==> src/rtl/ivt_pkg.sv <==
package ivt_pkg;
   // control register bit positions (bits 2:0 form the tap field)
   localparam int CLR_POS  = 3;
   localparam int PCLK_POS = 4;
   localparam int WDOG_POS = 5;
   localparam int CTRL_MIN_W = WDOG_POS + 1;

   typedef struct packed {
      logic wdog;
      logic pclk;
   } ivt_enables_t;
endpackage

==> src/rtl/ivt_prescaler.sv <==
module ivt_prescaler #(
   parameter int SEL_W    = 3,
   parameter int TAP_BASE = 3
) (
   input  logic             clk,
   input  logic             rst_n,
   input  logic [SEL_W-1:0] sel_i,
   output logic             tick_o
);
   localparam int NTAP  = 2 ** SEL_W;
   localparam int DIV_W = TAP_BASE + NTAP - 1;

   if (TAP_BASE < 2) begin : g_bad_base
      $error("ivt_prescaler: TAP_BASE must be at least 2");
   end

   logic [DIV_W-1:0] div_q;
   logic [NTAP-1:0]  tap_tick;

   always_ff @(posedge clk or negedge rst_n) begin
      if (!rst_n) div_q <= '0;
      else        div_q <= div_q + 1'b1;
   end

   // tap g fires one cycle before divider bit (TAP_BASE+g-1) rises
   for (genvar g = 0; g < NTAP; g++) begin : g_tap
      localparam int K = TAP_BASE + g;
      assign tap_tick[g] = (&div_q[K-2:0]) & ~div_q[K-1];
   end

   assign tick_o = tap_tick[sel_i];

   // taps never fire together, so a tap change cannot double-step
   a_r2_taps_exclusive: assert property (@(posedge clk) disable iff (!rst_n)
      $onehot0(tap_tick));
endmodule

==> src/rtl/ivt_ctrl.sv <==
module ivt_ctrl
   import ivt_pkg::*;
#(
   parameter int                SEL_W     = 3,
   parameter int                ADDR_W    = 8,
   parameter int                DATA_W    = 8,
   parameter logic [ADDR_W-1:0] CTRL_ADDR = 'hC7
) (
   input  logic              clk,
   input  logic              rst_n,
   input  logic [ADDR_W-1:0] addr_i,
   input  logic              wr_i,
   input  logic [DATA_W-1:0] wdata_i,
   output logic [SEL_W-1:0]  sel_o,
   output logic              clr_o,
   output ivt_enables_t      en_o
);
   if (DATA_W < CTRL_MIN_W || SEL_W > CLR_POS) begin : g_bad_layout
      $error("ivt_ctrl: control fields do not fit the data width");
   end

   logic wr_hit;
   logic clr_req;
   logic unused_wdata;

   assign wr_hit       = wr_i && (addr_i == CTRL_ADDR);
   assign clr_req      = wr_hit && wdata_i[CLR_POS];
   assign unused_wdata = ^wdata_i;

   always_ff @(posedge clk or negedge rst_n) begin
      if (!rst_n) begin
         sel_o <= '1;
         clr_o <= 1'b0;
         en_o  <= '0;
      end else begin
         clr_o <= clr_req;
         if (wr_hit) begin
            sel_o   <= wdata_i[SEL_W-1:0];
            en_o.wdog <= wdata_i[WDOG_POS];
            en_o.pclk <= wdata_i[PCLK_POS];
         end
      end
   end

   // the clear bit lasts one cycle unless written again
   a_r5_clear_self_drops: assert property (@(posedge clk) disable iff (!rst_n)
      clr_o && !clr_req |=> !clr_o);
   // enables move only on a write to the control address
   a_r8_enables_hold: assert property (@(posedge clk) disable iff (!rst_n)
      !wr_hit |=> $stable(en_o));
endmodule

==> src/rtl/ivt_counter.sv <==
module ivt_counter #(
   parameter int CNT_W = 8
) (
   input  logic             clk,
   input  logic             rst_n,
   input  logic             tick_i,
   input  logic             clr_i,
   output logic [CNT_W-1:0] cnt_o,
   output logic             ovf_o
);
   assign ovf_o = tick_i && !clr_i && (&cnt_o);

   always_ff @(posedge clk or negedge rst_n) begin
      if (!rst_n)      cnt_o <= '0;
      else if (clr_i)  cnt_o <= '0;
      else if (tick_i) cnt_o <= cnt_o + 1'b1;
   end

   // clear beats increment
   a_r5_clear_wins: assert property (@(posedge clk) disable iff (!rst_n)
      clr_i |=> cnt_o == '0);
   // one step per tap enable
   a_r2_step: assert property (@(posedge clk) disable iff (!rst_n)
      tick_i && !clr_i |=> cnt_o == CNT_W'($past(cnt_o) + 1'b1));
   a_r2_hold: assert property (@(posedge clk) disable iff (!rst_n)
      !tick_i && !clr_i |=> $stable(cnt_o));
endmodule

==> src/rtl/ivt_timer.sv <==
module ivt_timer
   import ivt_pkg::*;
#(
   parameter int                CNT_W     = 8,
   parameter int                SEL_W     = 3,
   parameter int                TAP_BASE  = 3,
   parameter int                ADDR_W    = 8,
   parameter int                DATA_W    = 8,
   parameter logic [ADDR_W-1:0] CTRL_ADDR = 'hC7,
   parameter logic [ADDR_W-1:0] CNT_ADDR  = 'hC8
) (
   input  logic              clk,
   input  logic              rst_n,
   input  logic [ADDR_W-1:0] bus_addr,
   input  logic              bus_wr,
   input  logic [DATA_W-1:0] bus_wdata,
   output logic [DATA_W-1:0] bus_rdata,
   input  logic              irq_ack,
   output logic              irq_flag,
   output logic              wdog_en,
   output logic              pclk_en
);
   if (DATA_W < CNT_W || CTRL_ADDR == CNT_ADDR) begin : g_bad_map
      $error("ivt_timer: count must fit the bus and addresses must differ");
   end

   logic [SEL_W-1:0] tap_sel;
   logic             clr_pulse;
   ivt_enables_t     enables;
   logic             tap_tick;
   logic [CNT_W-1:0] count;
   logic             wrap;

   ivt_ctrl #(
      .SEL_W(SEL_W), .ADDR_W(ADDR_W), .DATA_W(DATA_W), .CTRL_ADDR(CTRL_ADDR)
   ) u_ctrl (
      .clk(clk), .rst_n(rst_n), .addr_i(bus_addr), .wr_i(bus_wr),
      .wdata_i(bus_wdata), .sel_o(tap_sel), .clr_o(clr_pulse), .en_o(enables)
   );

   ivt_prescaler #(.SEL_W(SEL_W), .TAP_BASE(TAP_BASE)) u_presc (
      .clk(clk), .rst_n(rst_n), .sel_i(tap_sel), .tick_o(tap_tick)
   );

   ivt_counter #(.CNT_W(CNT_W)) u_cnt (
      .clk(clk), .rst_n(rst_n), .tick_i(tap_tick), .clr_i(clr_pulse),
      .cnt_o(count), .ovf_o(wrap)
   );

   always_ff @(posedge clk or negedge rst_n) begin
      if (!rst_n)       irq_flag <= 1'b0;
      else if (wrap)    irq_flag <= 1'b1;
      else if (irq_ack) irq_flag <= 1'b0;
   end

   assign bus_rdata = (bus_addr == CNT_ADDR) ? DATA_W'(count) : '0;
   assign wdog_en   = enables.wdog;
   assign pclk_en   = enables.pclk;

   // a wrap always leaves the flag set
   a_r3_wrap_sets_flag: assert property (@(posedge clk) disable iff (!rst_n)
      wrap |=> irq_flag);
   // flag is sticky without acknowledge, cleared by it otherwise
   a_r4_flag_sticky: assert property (@(posedge clk) disable iff (!rst_n)
      irq_flag && !irq_ack |=> irq_flag);
   a_r4_ack_clears: assert property (@(posedge clk) disable iff (!rst_n)
      irq_ack && !wrap |=> !irq_flag);
   // the flag only rises together with a wrap to zero
   a_r3_rise_on_zero: assert property (@(posedge clk) disable iff (!rst_n)
      $rose(irq_flag) |-> count == '0);
endmodule

==> config.mk <==
export PLATFORM = sky130hd
export DESIGN_NAME = ivt_timer
export DESIGN_NICKNAME = d
export VERILOG_FILES = /design/src/rtl/ivt_pkg.sv /design/src/rtl/ivt_prescaler.sv /design/src/rtl/ivt_ctrl.sv /design/src/rtl/ivt_counter.sv /design/src/rtl/ivt_timer.sv
export SDC_FILE = /design/constraint.sdc
export NUM_CORES = 1
export LEC_CHECK = 0
export ABC_AREA = 0
export BUFFER_PORTS_ARGS = -buffer_cell sky130_fd_sc_hd__buf_2
export CORE_ASPECT_RATIO = 1.25
export CORE_UTILIZATION = 38
export CTS_CLUSTER_SIZE = 12
export DETAILED_ROUTE_END_ITERATION = 8
export PLACE_DENSITY = 0.7
export SYNTH_ARGS = -nofsm -noshare
export SYNTH_HDL_FRONTEND = slang
export SYNTH_SLANG_ARGS = --single-unit
==> constraint.sdc <==
create_clock -name clk -period 3.5 [get_ports clk]
set_input_delay 0.35 -clock clk [delete_from_list [all_inputs] [get_ports clk]]
set_output_delay 0.35 -clock clk [all_outputs]
set_load 0.03 [all_outputs]
==> metrics.csv <==
stage;metric;value;unit
clock_network;clock buffer depth;2;
detailed_routing;Routed WL;2.38;mm
power_and_ir_drop;combinational group share of total power;13.3;%
power_and_ir_drop;Net Switching;0.166;mW
clock_network;CTS sink count;25;
timing;setup_tns;0;ps
synth;Synth warnings;0;
power_and_ir_drop;total chip power;0.602;mW
detailed_routing;DR top layer;met4;
synth;sequential area share after synthesis;47.9;%
critical_path;Worst EP required;3660;ps
global_routing;initial antenna violation count;0;
floorplan;I/O pins;31;
critical_path;Reg2Reg Depth;8;
floorplan;Rows;23;
timing;clk_skew;1.25;ps
outcome;outcome;finished, final reports clean;
critical_path;Cell Chain, Critical Path;ha_1 > and3_1 > ha_1 > inv_1 > o221a_1 > o311a_1 > nor4b_1 > mux2_2;
synth;post-synth top area share;41.9;%
critical_path;Setup crit end kind;register;
critical_path;Setup CP Type;register to register;
power_and_ir_drop;clock share of power;27.9;%
timing;setup violators final;0;
power_and_ir_drop;Peak VDD IR;0.324;mV
hold_path;Hold WC Path Type;input pin to async pin;
synth;largest area contributor in the netlist;dfrtp_1;
synth;Synth Instances;123;
critical_path;most used cell, CP;ha_1;
timing;min cycle time layout;2650;ps
detailed_routing;met3 wire len;89;µm
cells_and_area;Layout area overhead;17.3;%
critical_path;CP Buf/Inv Count;1;
power_and_ir_drop;Sw Share;27.6;%
clock_network;CTS root buffer;clkbuf_8;
detailed_routing;drt drc;0;
power_and_ir_drop;Internal;0.436;mW
critical_path;Critical Path AT;2800;ps
critical_path;R2R Path End;u_cnt.cnt_o[7];
detailed_routing;M1 wire length;941;µm
timing;Hold Vio Cnt, Final;0;
clock_network;Post-CTS Setup Inserts;0;
synth;Net Count, Synth;151;
synth;Post-Syn Area per Cell;10.7;µm²
detailed_routing;DR vias/cell;5.24;
global_routing;global route overflow;0;
clock_network;hold_buf cts;0;
detailed_routing;WL met2;1.31;mm
timing;Slew @ Worst Pin;548;ps
cells_and_area;antenna cell count;0;
clock_network;clk slew on worst S/H paths;80;ps
synth;synth top area cells;dfrtp_1 42%, ha_1 7.6%, dfstp_2 6.0%, mux2_2 6.0%, and2_1 3.8%;
timing;f_max;0.378;GHz
cells_and_area;Layout fillers;313;
place;Inst Count DP;187;
detailed_routing;Routed Antenna Nets;0;
synth;EDFF count, synth;0;
floorplan;die height;67.8;µm
detailed_routing;WL/cell;12.5;µm
place;routability cong.;0.810;
synth;Post-synth ARST share;100;%
timing;final period utilization;75.6;%
timing;slew margin rel.;63.5;%
synth;commonest cells in the synthesized netlist;22 x dfrtp_1, 11 x inv_1, 8 x and2_1, 8 x ha_1;
global_routing;GRT Overall Usage;15.9;%
critical_path;Critical Path Source;u_presc.div_q[0];
floorplan;DIE AREA;3700;µm²
critical_path;crit-path max FO;12;
global_routing;largest net degree at the start of global routing;26;
synth;top_reg_cell synth;dfrtp_1;
clock_network;Post-CTS Resized;0;
cells_and_area;Final nets;183;
synth;most common cell in the synthesized netlist;dfrtp_1;
global_routing;first-pass GRT wire length;4.20;mm
timing;RSZ-0062 raised after global routing;false;
critical_path;CP max stage cell;o311a_1;
global_routing;vias in the first global route;1008;
cells_and_area;area of all placed cells without fillers;1540;µm²
power_and_ir_drop;Sequential Power Share;58.9;%
place;HPWL after detailed placement;1.85;mm
detailed_routing;Vias;1000;
power_and_ir_drop;cell area power density;390;nW/µm²
critical_path;CP max stage delay;440;ps
detailed_routing;drt first pass iters;4;
critical_path;startpoint types;register;
synth;Distinct cells, synth;36;
critical_path;dominant delay contributor by cell family on the critical path;compound AO/OA/AOI/OAI gates;
power_and_ir_drop;Leak;0.786;nW
detailed_routing;First DRT Iteration DRCs;8;
clock_network;H-tree levels;1;
cells_and_area;layout cells sized above 1;28.6;%
clock_network;Clk Latency, worst-skew pair;270;ps
cells_and_area;fin cells;191;
synth;Synth Cell Area;1320;µm²
synth;Seq cells post-synth;25;
clock_network;CTS tree;yes;
place;area of placed instances;1500;µm²
critical_path;Reg2Reg Launch Point;u_presc.div_q[0];
floorplan;Die Wd;54.6;µm
floorplan;placeable core area;3250;µm²
clock_network;clock buffer count from CTS;3;
critical_path;Reg2Reg Setup Slack;850;ps
job;total of max-cap violations;0;
place;# port buffers;28;
floorplan;Starting Density;40.4;%
timing;max-slew violations;0;
## flip-flops by register name (all words and copies together) (netlist names)
signal	count
irq_flag	1
u_cnt.cnt_o	8
u_ctrl.clr_o	1
u_ctrl.en_o	2
u_ctrl.sel_o	3
u_presc.div_q	10
## layout make-up
type	count	area (µm²)	area share [%]
repair buffers	29	148	9.57
multi-input cells	85	633	41.0
well taps	37	46.3	3.00
inverters	11	41.3	2.68
clock buffers	4	45.0	2.92
flip-flops and latches	25	629	40.8
## worst register-to-register path, stage by stage (launching register included)
cell and delay, ps:
dfrtp_1 390, ha_1 200, and3_1 280, ha_1 190
inv_1 40, o221a_1 240, o311a_1 440, nor4b_1 380
mux2_2 370
## power groups by stage
stage / registers [mW] / logic (mW) / clock network (mW)
detailed placement: 0.360 / 0.0809 / 0
CTS: 0.355 / 0.0811 / 0.177
floorplan: 0.354 / 0.0533 / 0
finish: 0.354 / 0.0798 / 0.168
global placement: 0.359 / 0.0766 / 0
global route: 0.361 / 0.0946 / 0.186
## placed cells by master (no fill, tap or decap), drive strengths merged, types with 2 or more instances in the layout
| cell | Yosys | layout |
|---|---|---|
| clkbuf | 0 | 4 |
| a21oi | 4 | 4 |
| ha | 8 | 8 |
| nor4 | 2 | 2 |
| nand4 | 2 | 2 |
| or3 | 3 | 3 |
| and2b | 2 | 2 |
| o21ai | 3 | 3 |
| dfrtp | 22 | 22 |
| nor3 | 2 | 2 |
| nand2 | 7 | 7 |
| dfstp | 3 | 3 |
| and3b | 2 | 2 |
| nand3 | 5 | 5 |
| and3 | 4 | 4 |
| o211ai | 2 | 2 |
| inv | 11 | 11 |
| nor2b | 2 | 2 |
| and2 | 8 | 8 |
| nor2 | 5 | 5 |
| buf | 2 | 29 |
| xnor2 | 5 | 5 |
| mux2 | 7 | 7 |
## cell families after synthesis
kind of cell	Yosys count	share of synthesized area, %
and+or+nand+nor	49	22.4
muxes	8	6.76
adders and majority gates	8	7.61
xor gates and xnor gates	6	4.00
AOI/OAI and AO/OA	14	7.42
buffers and inverters	13	4.00
DFF	25	47.9
## per-layer routing
layer	up-vias	track usage [%]
li1	494	-
met1	477	16.9
met2	24	29.4
met3	5	2.70
met4	0	6.73
met5	-	0
## metrics by stage
stage	hold slack [ps]	util, %	setup WS, ps
global route	99.5	47.4	660
detailed placement	375	46.1	863
floorplan	54.4	-	1220
CTS	76.3	47.4	843
finish	55.4	47.4	855
global placement	364	46.1	920
## worst max path at each step
stage,depth (start not counted),endpoint,slack (ps)
finish,8,u_cnt.cnt_o[7],850
global route,9,u_cnt.cnt_o[7],660
CTS,8,u_cnt.cnt_o[7],840
detailed placement,8,u_cnt.cnt_o[7],860
global placement,8,u_cnt.cnt_o[7],920
floorplan,9,u_cnt.cnt_o[6],1220
No activity file was read; power rests on OpenSTA's default activity.
